File: src/rtl/dseq_pkg.sv
package dseq_pkg;

  typedef enum logic [1:0] {
    PH_PAUSE = 2'd0,
    PH_INIT  = 2'd1,
    PH_RUN   = 2'd2
  } phase_e;

  // length of one refresh cycle in clocks
  function automatic int unsigned cyc_len(int unsigned csr, int unsigned ras,
                                          int unsigned pre);
    return csr + ras + pre;
  endfunction

  // column strobe low: from cycle start through the hold after row fall
  function automatic logic col_low(int unsigned i, int unsigned csr,
                                   int unsigned chr);
    return i < (csr + chr);
  endfunction

  // row strobe low: after the column lead, for the row pulse width
  function automatic logic row_low(int unsigned i, int unsigned csr,
                                   int unsigned ras);
    return (i >= csr) && (i < (csr + ras));
  endfunction

endpackage

File: src/rtl/dseq_timer.sv
module dseq_timer #(
  parameter int unsigned LIMIT = 16
) (
  input  logic clk,
  input  logic rst_n,
  input  logic en,
  output logic tick
);
  localparam int unsigned CW = $clog2(LIMIT + 1);

  logic [CW-1:0] cnt;

  assign tick = en && (cnt == CW'(LIMIT - 1));

  always_ff @(posedge clk) begin
    if (!rst_n) begin
      cnt <= '0;
    end else if (en) begin
      if (tick) cnt <= '0;
      else      cnt <= cnt + 1'b1;
    end
  end
endmodule

File: src/rtl/dseq_pend.sv
module dseq_pend #(
  parameter int unsigned MAX_PEND = 4
) (
  input  logic clk,
  input  logic rst_n,
  input  logic inc,
  input  logic dec,
  output logic any,
  output logic full
);
  localparam int unsigned PW = $clog2(MAX_PEND + 1);

  logic [PW-1:0] cnt;

  assign any  = (cnt != '0);
  assign full = (cnt == PW'(MAX_PEND));

  always_ff @(posedge clk) begin
    if (!rst_n) begin
      cnt <= '0;
    end else if (inc && !dec) begin
      if (!full) cnt <= cnt + 1'b1;
    end else if (dec && !inc) begin
      if (any) cnt <= cnt - 1'b1;
    end
  end
endmodule

File: src/rtl/dseq_cbr.sv
module dseq_cbr
  import dseq_pkg::*;
#(
  parameter int unsigned CSR_CYC = 1,
  parameter int unsigned CHR_CYC = 3,
  parameter int unsigned RAS_CYC = 12,
  parameter int unsigned PRE_CYC = 9
) (
  input  logic clk,
  input  logic rst_n,
  input  logic start,
  output logic busy,
  output logic last,
  output logic own,
  output logic done,
  output logic ras_n,
  output logic cas_n
);
  localparam int unsigned TOTAL = cyc_len(CSR_CYC, RAS_CYC, PRE_CYC);
  localparam int unsigned PW    = $clog2(TOTAL + 1);

  logic [PW-1:0] ph;

  assign last = busy && (ph == PW'(TOTAL - 1));

  always_ff @(posedge clk) begin
    if (!rst_n) begin
      busy <= 1'b0;
      ph   <= '0;
    end else if (!busy) begin
      if (start) begin
        busy <= 1'b1;
        ph   <= '0;
      end
    end else if (last) begin
      busy <= 1'b0;
      ph   <= '0;
    end else begin
      ph <= ph + 1'b1;
    end
  end

  // registered strobes: one clock behind the phase counter, glitch free
  always_ff @(posedge clk) begin
    if (!rst_n) begin
      own   <= 1'b0;
      done  <= 1'b0;
      ras_n <= 1'b1;
      cas_n <= 1'b1;
    end else begin
      own   <= busy;
      done  <= last;
      ras_n <= !(busy && row_low(int'(ph), CSR_CYC, RAS_CYC));
      cas_n <= !(busy && col_low(int'(ph), CSR_CYC, CHR_CYC));
    end
  end
endmodule

File: src/rtl/dram_refresh_seq.sv
module dram_refresh_seq
  import dseq_pkg::*;
#(
  parameter int unsigned PAUSE_CYC    = 40000,
  parameter int unsigned INIT_CNT     = 8,
  parameter int unsigned INTERVAL_CYC = 3120,
  parameter int unsigned MAX_PEND     = 8,
  parameter int unsigned CSR_CYC      = 1,
  parameter int unsigned CHR_CYC      = 3,
  parameter int unsigned RAS_CYC      = 12,
  parameter int unsigned PRE_CYC      = 9
) (
  input  logic clk,
  input  logic rst_n,
  input  logic grant,
  output logic ready,
  output logic req,
  output logic urgent,
  output logic own,
  output logic done,
  output logic ras_n,
  output logic cas_n,
  output logic we_n
);
  localparam int unsigned IW = $clog2(INIT_CNT + 1);

  phase_e        phase;
  logic [IW-1:0] init_starts;
  logic          pause_tick, ival_tick;
  logic          busy, last;
  logic          pend_any, pend_full;
  logic          go_init, go_ref, start;
  logic          init_fin;

  assign go_init  = (phase == PH_INIT) && !busy && (init_starts != IW'(INIT_CNT));
  assign go_ref   = (phase == PH_RUN) && !busy && pend_any && grant;
  assign start    = go_init || go_ref;
  assign init_fin = (phase == PH_INIT) && (init_starts == IW'(INIT_CNT)) && done;

  dseq_timer #(.LIMIT(PAUSE_CYC)) u_pause (
    .clk(clk), .rst_n(rst_n), .en(phase == PH_PAUSE), .tick(pause_tick)
  );

  dseq_timer #(.LIMIT(INTERVAL_CYC)) u_ival (
    .clk(clk), .rst_n(rst_n), .en(phase == PH_RUN), .tick(ival_tick)
  );

  dseq_pend #(.MAX_PEND(MAX_PEND)) u_pend (
    .clk(clk), .rst_n(rst_n),
    .inc(ival_tick), .dec(last && (phase == PH_RUN)),
    .any(pend_any), .full(pend_full)
  );

  dseq_cbr #(
    .CSR_CYC(CSR_CYC), .CHR_CYC(CHR_CYC), .RAS_CYC(RAS_CYC), .PRE_CYC(PRE_CYC)
  ) u_cbr (
    .clk(clk), .rst_n(rst_n), .start(start),
    .busy(busy), .last(last), .own(own), .done(done),
    .ras_n(ras_n), .cas_n(cas_n)
  );

  always_ff @(posedge clk) begin
    if (!rst_n) begin
      phase       <= PH_PAUSE;
      init_starts <= '0;
    end else begin
      if (go_init) init_starts <= init_starts + 1'b1;
      case (phase)
        PH_PAUSE: if (pause_tick) phase <= PH_INIT;
        PH_INIT:  if (init_fin)   phase <= PH_RUN;
        default:  phase <= PH_RUN;
      endcase
    end
  end

  assign ready  = (phase == PH_RUN);
  assign req    = pend_any;
  assign urgent = pend_full;
  assign we_n   = 1'b1;
endmodule

File: config.mk
export PLATFORM = sky130hd
export DESIGN_NAME = dram_refresh_seq
export DESIGN_NICKNAME = d
export VERILOG_FILES = /design/src/rtl/dseq_pkg.sv /design/src/rtl/dseq_timer.sv /design/src/rtl/dseq_pend.sv /design/src/rtl/dseq_cbr.sv /design/src/rtl/dram_refresh_seq.sv
export SDC_FILE = /design/constraint.sdc
export NUM_CORES = 1
export LEC_CHECK = 0
export CAP_MARGIN = 20
export CORE_ASPECT_RATIO = 1.1
export CORE_UTILIZATION = 44
export CTS_CLUSTER_SIZE = 10
export DETAILED_ROUTE_END_ITERATION = 10
export REMOVE_ABC_BUFFERS = 1
export SLEW_MARGIN = 20
export SYNTH_ARGS = -nofsm -noshare
export SYNTH_HDL_FRONTEND = slang
export SYNTH_SLANG_ARGS = --single-unit
export TNS_END_PERCENT = 5
File: constraint.sdc
create_clock -name clk -period 5.8 [get_ports clk]
set_clock_uncertainty 0.05 [all_clocks]
set_input_delay 1.74 -clock clk [delete_from_list [all_inputs] [get_ports clk]]
set_output_delay 1.74 -clock clk [all_outputs]
set_load 0.1 [all_outputs]
* Word level (Yosys, flattened, before mapping)
Cells that the tools add are included.
** Storage, ports and cells
- Memories :: 0
- Output and inout port bits :: 8
- Input port bits :: 3
- Bits in read-only memories :: 0
- Bits in writable memories :: 0
- Latch bits :: 0
- Logic and storage cells :: 75
- Register bits :: 48
** Operators by class
- $add $sub $neg :: 6
- $mul :: 0
- Div/mod/pow operators :: 0
- Bitwise operators :: 0
- Shift operators :: 0
- $lt $le $gt $ge :: 3
- Equality and inequality tests :: 11
- Muxes and demuxes :: 15
- Reductions and logical operators :: 29
** Operator list (number)
- $add 16x1->16 const B :: 1
- $eq 16x16->1 const B :: 1
- $logic_and 1x1->1 :: 16
- $mux 16 :: 1
- $mux 4 :: 4
- $mux 5 :: 3
- $add 12x1->12 const B :: 1
- $eq 12x12->1 const B :: 1
- $mux 12 :: 1
- $add 4x1->4 const B :: 2
- $eq 4x4->1 const B :: 2
- $ne 2x2->1 const B :: 3
- $reduce_bool 2->1 :: 3
- $add 5x1->5 const B :: 1
- $eq 5x5->1 const B :: 1
- $ge 5x1->1 const B :: 1
- $logic_not 1->1 :: 5
- $lt 5x3->1 const B :: 1
- $lt 5x4->1 const B :: 1
- $mux 2 :: 2
- $ne 4x4->1 const B :: 1
- $pmux 2 s2 :: 1
- $reduce_bool 4->1 :: 1
- $sub 4x1->4 const B :: 1
- 7 further kinds :: 9

* Longest topological paths before layout
Gate-level depths: netlist (run 1).
- Depth in word-level cells :: 7
- Gate-level depth with buffers :: 10
- Mapped depth without buffers :: 10

* By module
A second synthesis (run 1) with hierarchy kept.
** Second synthesis, totals
- Cells, all modules :: 272
- Area total of the unflattened synthesis :: 2544.9 µm²
** By module, submodules not included
- dseq_timer at u_pause :: times used 1, area each 785.8 µm², seq. area each 320.3 µm², cells an instance 83
- dseq_timer at u_ival :: times used 1, area each 634.4 µm², seq. area each 240.2 µm², cells an instance 69
- dseq_cbr :: times used 1, area each 501.7 µm², seq. area each 200.2 µm², cells an instance 53
- dram_refresh_seq :: times used 1, area each 322.8 µm², seq. area each 120.1 µm², cells an instance 37
- dseq_pend :: times used 1, area each 300.3 µm², seq. area each 80.1 µm², cells an instance 30

* Least setup slack after synthesis (run 1)
Ideal clock, no wire load.
- Kind :: flip-flop to output port
- Start point :: register u_pend.cnt[0]
- End point :: output urgent
- Setup slack :: 0.385 ns
- Arrival :: 3.625 ns
- Stages on the path, launching flop included :: 2
- Required time :: 4.010 ns
- Cell sequence :: dfxtp_1 > nor4b_1
** Between the ends
- Word-level cells in the longest chain between the ends :: 1
** Ends and longest elaborated chain
- from (decl) :: line dseq_pend.sv:13 : logic [PW-1:0] cnt;
- from (signal assigned) :: line dseq_pend.sv:22 : if (!full) cnt <= cnt + 1'b1;
- from (signal assigned) :: line dseq_pend.sv:24 : if (any) cnt <= cnt - 1'b1;
- $eq 4x4->1 :: line dseq_pend.sv:16 : assign full = (cnt == PW'(MAX_PEND));
- to (decl) :: line dram_refresh_seq.sv:18 : output logic urgent,
No other way between the ends.

* Worst setup path after layout (run 1)
- Start point :: register phase[1]
- End point :: output ready
** Between the ends
- Word-level cells in the longest chain between the ends :: 1
** Ends and longest elaborated chain
- from (decl) :: line dram_refresh_seq.sv:27 : phase_e phase;
- from (signal assigned) :: line dram_refresh_seq.sv:64 : phase <= PH_PAUSE;
- from (signal assigned) :: line dram_refresh_seq.sv:69 : PH_PAUSE: if (pause_tick) phase <= PH_INIT;
- from (signal assigned) :: line dram_refresh_seq.sv:70 : PH_INIT: if (init_fin) phase <= PH_RUN;
- $eq 2x2->1 :: line dram_refresh_seq.sv:76 : assign ready = (phase == PH_RUN);
- to (decl) :: line dram_refresh_seq.sv:16 : output logic ready,
No other way between the ends.

==> impl_metrics.json, run 1 <==
{
  "cts_tree": "done",
  "io_buffers": 9,
  "fmax_mhz": 232,
  "post-route-min-period_ns": 4.31,
  "cts_buffers": 5,
  "powerDensity_nw_per_um2": 208,
  "criticalPathCategory": "flop to primary output",
  "grt_overflow": 0,
  "worstSetupStartpoint": "phase[1]",
  "cts_resized": 0,
  "synth_top_area_cell": "dfxtp_1",
  "syn-cell-area_um2": 2460,
  "cp_data_arrival_time_ns": 2.52,
  "min_from": "u_ival.cnt[1]",
  "synth_compound_area_share_pct": 10.5,
  "initial_core_util_pct": 45.7,
  "yosysWarningCount": 0,
  "tightest_slew_ns": 0.968,
  "cts_sinks": 48,
  "status": "finished, final reports clean",
  "ant_nets": 0,
  "areaGrowthSynthToFinish_pct": 8.98,
  "slew_headroom_pct": 35.2,
  "synth_top_area_share_pct": 39.0,
  "synth-seq-area-share_pct": 39.0,
  "hold_slack_ns": 0.439,
  "drv_slew": 0,
  "cap_viol_max_count": 0,
  "path_clk_slew_ns": 0.08,
  "worst-endpoint-required_ns": 4.01,
  "syn-instance-count": 274,
  "synth-simple-area-share_pct": 31.3,
  "crit_path_end_kind": "primary output",
  "synth-edff-count": 0,
  "p_sw_uw": 116,
  "grt_pass1_wl_um": 8010,
  "synthArstFlopShare_pct": 0,
  "cts_max_path_buffers": 2,
  "synth-seq-cells": 48,
  "io_pins": 11,
  "dieArea_um2": 5910,
  "cp_max_fo": 13,
  "clock_latency_ns": 0.29,
  "start_kind": "flop",
  "synthFlopType": "dfxtp_1",
  "hold_viol": 0,
  "synth_adder_area_share_pct": 4.87,
  "grt_use_total_pct": 17.2,
  "wire_per_inst_um": 12.7,
  "setup_tns_ns": 0,
  "rsz0062_at_grt": "false",
  "synth.top_cells.by_count": "dfxtp_1 (48), nor2_1 (31), nand2_1 (28)",
  "ctsHoldBuffers": 0,
  "avgViaCountPerCell": 5.35,
  "syn_avg_cell_area_um2": 9.00,
  "firstDrtPassIters": 5,
  "holdCritPathClass": "flop to flop",
  "p_leak_nw": 0.991,
  "pwr-share-comb_pct": 2.8,
  "yosys.cell_count.top_type": "dfxtp_1",
  "drt-total-wl_um": 4520,
  "p_int_uw": 442,
  "first_global_vias": 1806,
  "power_frac_seq_pct": 59.7,
  "dp_hpwl_um": 3290,
  "finalSetupViolCount": 0,
  "clockRootBuffer": "clkbuf_8",
  "postCtsSetupBuffers": 0,
  "muxShareOfSynthArea_pct": 2.54,
  "fp.coreArea_um2": 5400,
  "post-route-period-util_pct": 74.3,
  "irDropWorstVdd_mv": 0.146,
  "vias": 1898,
  "synth_top_family_by_area": "simple AND/OR/NAND/NOR gates",
  "antenna_found_initial": 0,
  "rr_startpoint": "phase[1]",
  "synth_xor_area_share_pct": 7.82,
  "die_h_um": 80.5,
  "htree_levels": 2,
  "insertedDiodeCount": 0,
  "ys_types": 56,
  "grt_max_degree": 17,
  "synth.area.top_cells": "dfxtp_1 (39%), xor2_1 (5.0%), nor2_1 (4.7%)",
  "rows": 28,
  "die_width_um": 73.4,
  "place_congestion": 0.761,
  "swShare_pct": 20.9,
  "drt_iter0_drc": 97,
  "drcViolationCount": 0,
  "layout-drive-gt1-share_pct": 7.86,
  "layout.nets": 292,
  "pwr-share-clk_pct": 37.5
}
## worst max-delay path, stage by stage (launching register included)
cell and delay (ns):
dfxtp_1 0.56, or2b_2 0.40, inv_1 0.13, clkdlybuf4s50_1 1.14
## power by group through the flow
| stage | registers, mW | logic (mW) | clock network, mW |
|---|---|---|---|
| final | 0.333 | 0.0158 | 0.209 |
| after global routing | 0.334 | 0.0176 | 0.230 |
| after CTS | 0.333 | 0.0159 | 0.220 |
| after detailed placement | 0.341 | 0.0160 | 0 |
| after global placement | 0.341 | 0.0156 | 0 |
| after floorplan | 0.341 | 0.0106 | 0 |
## layer usage
metal / up-vias / GRT usage (%) / routed length, um
li1: 990 / - / -
met1: 891 / 22.5 / 2270
met2: 15 / 27.7 / 2130
met3: 2 / 3.89 / 83
met4: 0 / 5.77 / 27
met5: - / 0 / 0
## through the flow
step / util [%] / setup WS, ns / cells / cell area, um^2 / total power, mW
after floorplan: - / 0.385 / 264 / 2410 / 0.351
after global placement: 48.0 / 1.85 / 348 / 2590 / 0.357
after detailed placement: 48.0 / 1.82 / 348 / 2590 / 0.357
after CTS: 49.8 / 1.48 / 355 / 2690 / 0.569
after global routing: 49.8 / 1.40 / 355 / 2690 / 0.581
final: 49.8 / 1.49 / 355 / 2690 / 0.558
## layout make-up
type	instances	area (um^2)
clock buffers	7	96.3
fillers	528	2710
inverters	10	37.5
multi-input cells	206	1410
flip-flops and latches	48	961
well taps	75	93.8
repair buffers	9	90.1
## cell usage in the layout, fill, tap and decap left out, types with 2 or more instances in the layout
cell,n
dfxtp_1,48
nor2_1,31
nand2_1,28
xor2_1,14
nand4_1,11
nand3_1,11
a21oi_1,11
inv_1,10
o21ai_0,9
clkdlybuf4s50_1,9
xnor2_1,8
ha_1,8
clkbuf_8,7
or3_1,6
and2_1,4
nor4b_1,4
and3_1,4
mux2i_1,4
and4bb_2,3
and4_1,3
a311oi_1,3
and3b_1,2
nor4_4,2
a31oi_1,2
a21o_1,2
nand4b_1,2
nor3_1,2
o211ai_1,2
nand3b_1,2
o32ai_1,2
nand2b_1,2
a41oi_1,2
## logic make-up (layout without fill, tap and decap cells)
kind of cell    Yosys count  in the layout
mux                       5              5
compound gates           40             40
buf+inv                  20             26
fa+ha+maj                 9              9
simple gates            129            129
other cells               1              1
flops                    48             48
xor+xnor                 22             22
## worst paths after layout
kind,slack [ns],cells after the start,end
hold / removal,0.44,2,u_ival.cnt[1]
setup reg to reg,3.14,8,u_pend.cnt[3]
setup / recovery,1.49,3,ready
hold reg to reg,0.44,2,u_ival.cnt[1]
## registers in the layout, indices dropped and copies added (netlist names)
name / count
u_cbr.ras_n: 1
u_pend.cnt: 4
u_cbr.done: 1
u_pause.cnt: 16
u_cbr.own: 1
u_cbr.cas_n: 1
u_cbr.busy: 1
u_ival.cnt: 12
phase: 2
u_cbr.ph: 5
init_starts: 4
No activity file was read; power rests on OpenSTA's default activity.
==> run 2: changes to the inputs <==
clock period = 4.2 ns   (was 5.8 ns; I/O delays follow)
==> run 2 against run 1 <==
  * Cell area grew 0.51%
  * Register-to-register slack lost 1.7 ns
  * Critical path depth is the same
  * Sequential power grew 38%
  * Critical endpoint is now req
  * Largest cell class unchanged
  * Largest power group unchanged
==> impl_metrics.json, run 2 (synthesis results as in run 1) <==
{
  "status": "finished, final reports clean",
  "hold-path-endpoint": "u_ival.cnt[1]",
  "vias": 1936,
  "htree_levels": 2,
  "hold_slack_ns": 0.434,
  "die_h_um": 80.5,
  "clock_latency_ns": 0.30,
  "power_uw": 813,
  "slew_headroom_pct": 35.3,
  "post-route-period-util_pct": 82.8,
  "antenna_found_initial": 0,
  "use_met3_pct": 3.76,
  "insertedDiodeCount": 0,
  "crit_path_end_kind": "primary output",
  "cts_buffers": 5,
  "largest_reg_flops": 16,
  "layout.nets": 293,
  "ant_nets": 0,
  "fillers": 560,
  "initial_core_util_pct": 45.7,
  "r2r_slack_ns": 1.46,
  "rsz0062_at_grt": "false",
  "p_leak_nw": 1.00,
  "wire_per_inst_um": 13.4,
  "path_cells": "nor4_4 > inv_1 > clkdlybuf4s50_1",
  "busiest_layer": "met2",
  "gr-usage-met2_pct": 28.2,
  "cts_tree": "done",
  "io_pins": 11,
  "areaGrowthSynthToFinish_pct": 9.54,
  "r2r_end": "u_pend.cnt[3]",
  "layout-drive-gt1-share_pct": 8.87,
  "start_kind": "flop",
  "top_regs": "u_pause.cnt (16), u_ival.cnt (12), u_cbr.ph (5)",
  "hold_depth": 2,
  "drcViolationCount": 0,
  "slowest_delay_ns": 0.97,
  "firstDrtPassIters": 4,
  "cp_max_fo": 6,
  "clockRootBuffer": "clkbuf_8",
  "drv_slew": 0,
  "first_global_vias": 1784,
  "criticalPathCategory": "flop to primary output",
  "min_from": "u_ival.cnt[1]",
  "irDropWorstVdd_mv": 0.177,
  "worst-endpoint-required_ns": 2.89,
  "grt_use_total_pct": 17.8,
  "powerDensity_nw_per_um2": 301,
  "cp_data_arrival_time_ns": 2.17,
  "ctsHoldBuffers": 0,
  "cap_viol_max_count": 0,
  "hold_viol": 0,
  "grt_util_met1_pct": 23.9,
  "io_buffers": 9,
  "regMostFlops": "u_pause.cnt",
  "rr_startpoint": "phase[1]",
  "cp_top_family": "buffers and inverters",
  "layout_commonest_cell": "dfxtp_1",
  "path_clk_slew_ns": 0.09,
  "tightest_slew_ns": 0.967,
  "grt_pass1_wl_um": 8100,
  "drt_iter0_drc": 121,
  "post-route-min-period_ns": 3.48,
  "cts_sinks": 48,
  "grt_overflow": 0,
  "drt-total-wl_um": 4780,
  "cpMaxStageDelayCell": "clkdlybuf4s50_1",
  "place_congestion": 0.758,
  "dieArea_um2": 5910,
  "die_width_um": 73.4,
  "postCtsSetupBuffers": 0,
  "cts_resized": 0,
  "holdCritPathClass": "flop to flop",
  "avgViaCountPerCell": 5.42,
  "rows": 28,
  "fmax_mhz": 288,
  "grt_max_degree": 17,
  "critical_path_buf_inv_count": 2,
  "dp_hpwl_um": 3300,
  "fp.coreArea_um2": 5400,
  "finalSetupViolCount": 0,
  "cts_max_path_buffers": 2,
  "worstRegToRegCells": 8,
  "mostFrequentLayoutCells": "dfxtp_1 (48), nor2_1 (31), nand2_1 (28), xor2_1 (14)"
}
-- run 2: cell count changes in the layout (fill, tap and decap cells not counted), sizes merged --
| cell | before | now |
|---|---|---|
| clkdlybuf4s50 | 9 | 7 |
| buf | 0 | 3 |
| clkinv | 0 | 1 |
| bufinv | 0 | 1 |
| clkbuf | 7 | 6 |
-- run 2: final cells by class --
type	count	area, um^2	share of cell area [%]
multi-input cells	206	1410	52.1
flip-flops and latches	48	961	35.6
well taps	75	93.8	3.48
repair buffers	10	92.6	3.43
clock buffers	6	72.6	2.69
inverters	10	37.5	1.39
clock inverters	2	35.0	1.30
-- run 2: stage by stage --
stage	util (%)	setup TNS (ns)	setup slack (ns)	instances	cell area, um^2
after floorplan	-	-2.78	-0.735	264	2410
after global placement	48.1	0	1.06	349	2590
after detailed placement	48.1	0	1.05	349	2590
after CTS	50.0	0	0.708	357	2700
after global routing	50.0	0	0.656	357	2700
final	50.0	0	0.723	357	2700
-- run 2: how the worst max path moves through the flow --
stage | to | cells after the start | from | slack [ns]
final | req | 3 | u_pend.cnt[0] | 0.72
after global routing | req | 3 | u_pend.cnt[0] | 0.66
after CTS | req | 3 | u_pend.cnt[0] | 0.71
after detailed placement | req | 3 | u_pend.cnt[0] | 1.05
after global placement | req | 3 | u_pend.cnt[0] | 1.06
after floorplan | urgent | 1 | u_pend.cnt[0] | -0.74
-- run 2: layer usage --
layer  share of wire (%)  wire length [um]
met5                   0                 0
met4                 1.4                65
met3                 2.0                98
met2                  45              2170
met1                  51              2450
-- run 2: power breakdown --
group	total, mW	switching (mW)	internal, mW
logic	0.0222	0.0153	0.00694
registers	0.460	0.00323	0.457
clock network	0.331	0.154	0.177
-- run 2: worst register-to-register path, cell delays in order, from the launching register on --
cell and delay [ns]:
dfxtp_1 0.62, and3b_1 0.35, and4_2 0.34, o21ai_0 0.23, ha_1 0.35, a21o_1 0.20, a21oi_1 0.21, a211oi_1 0.07
nand4b_1 0.19
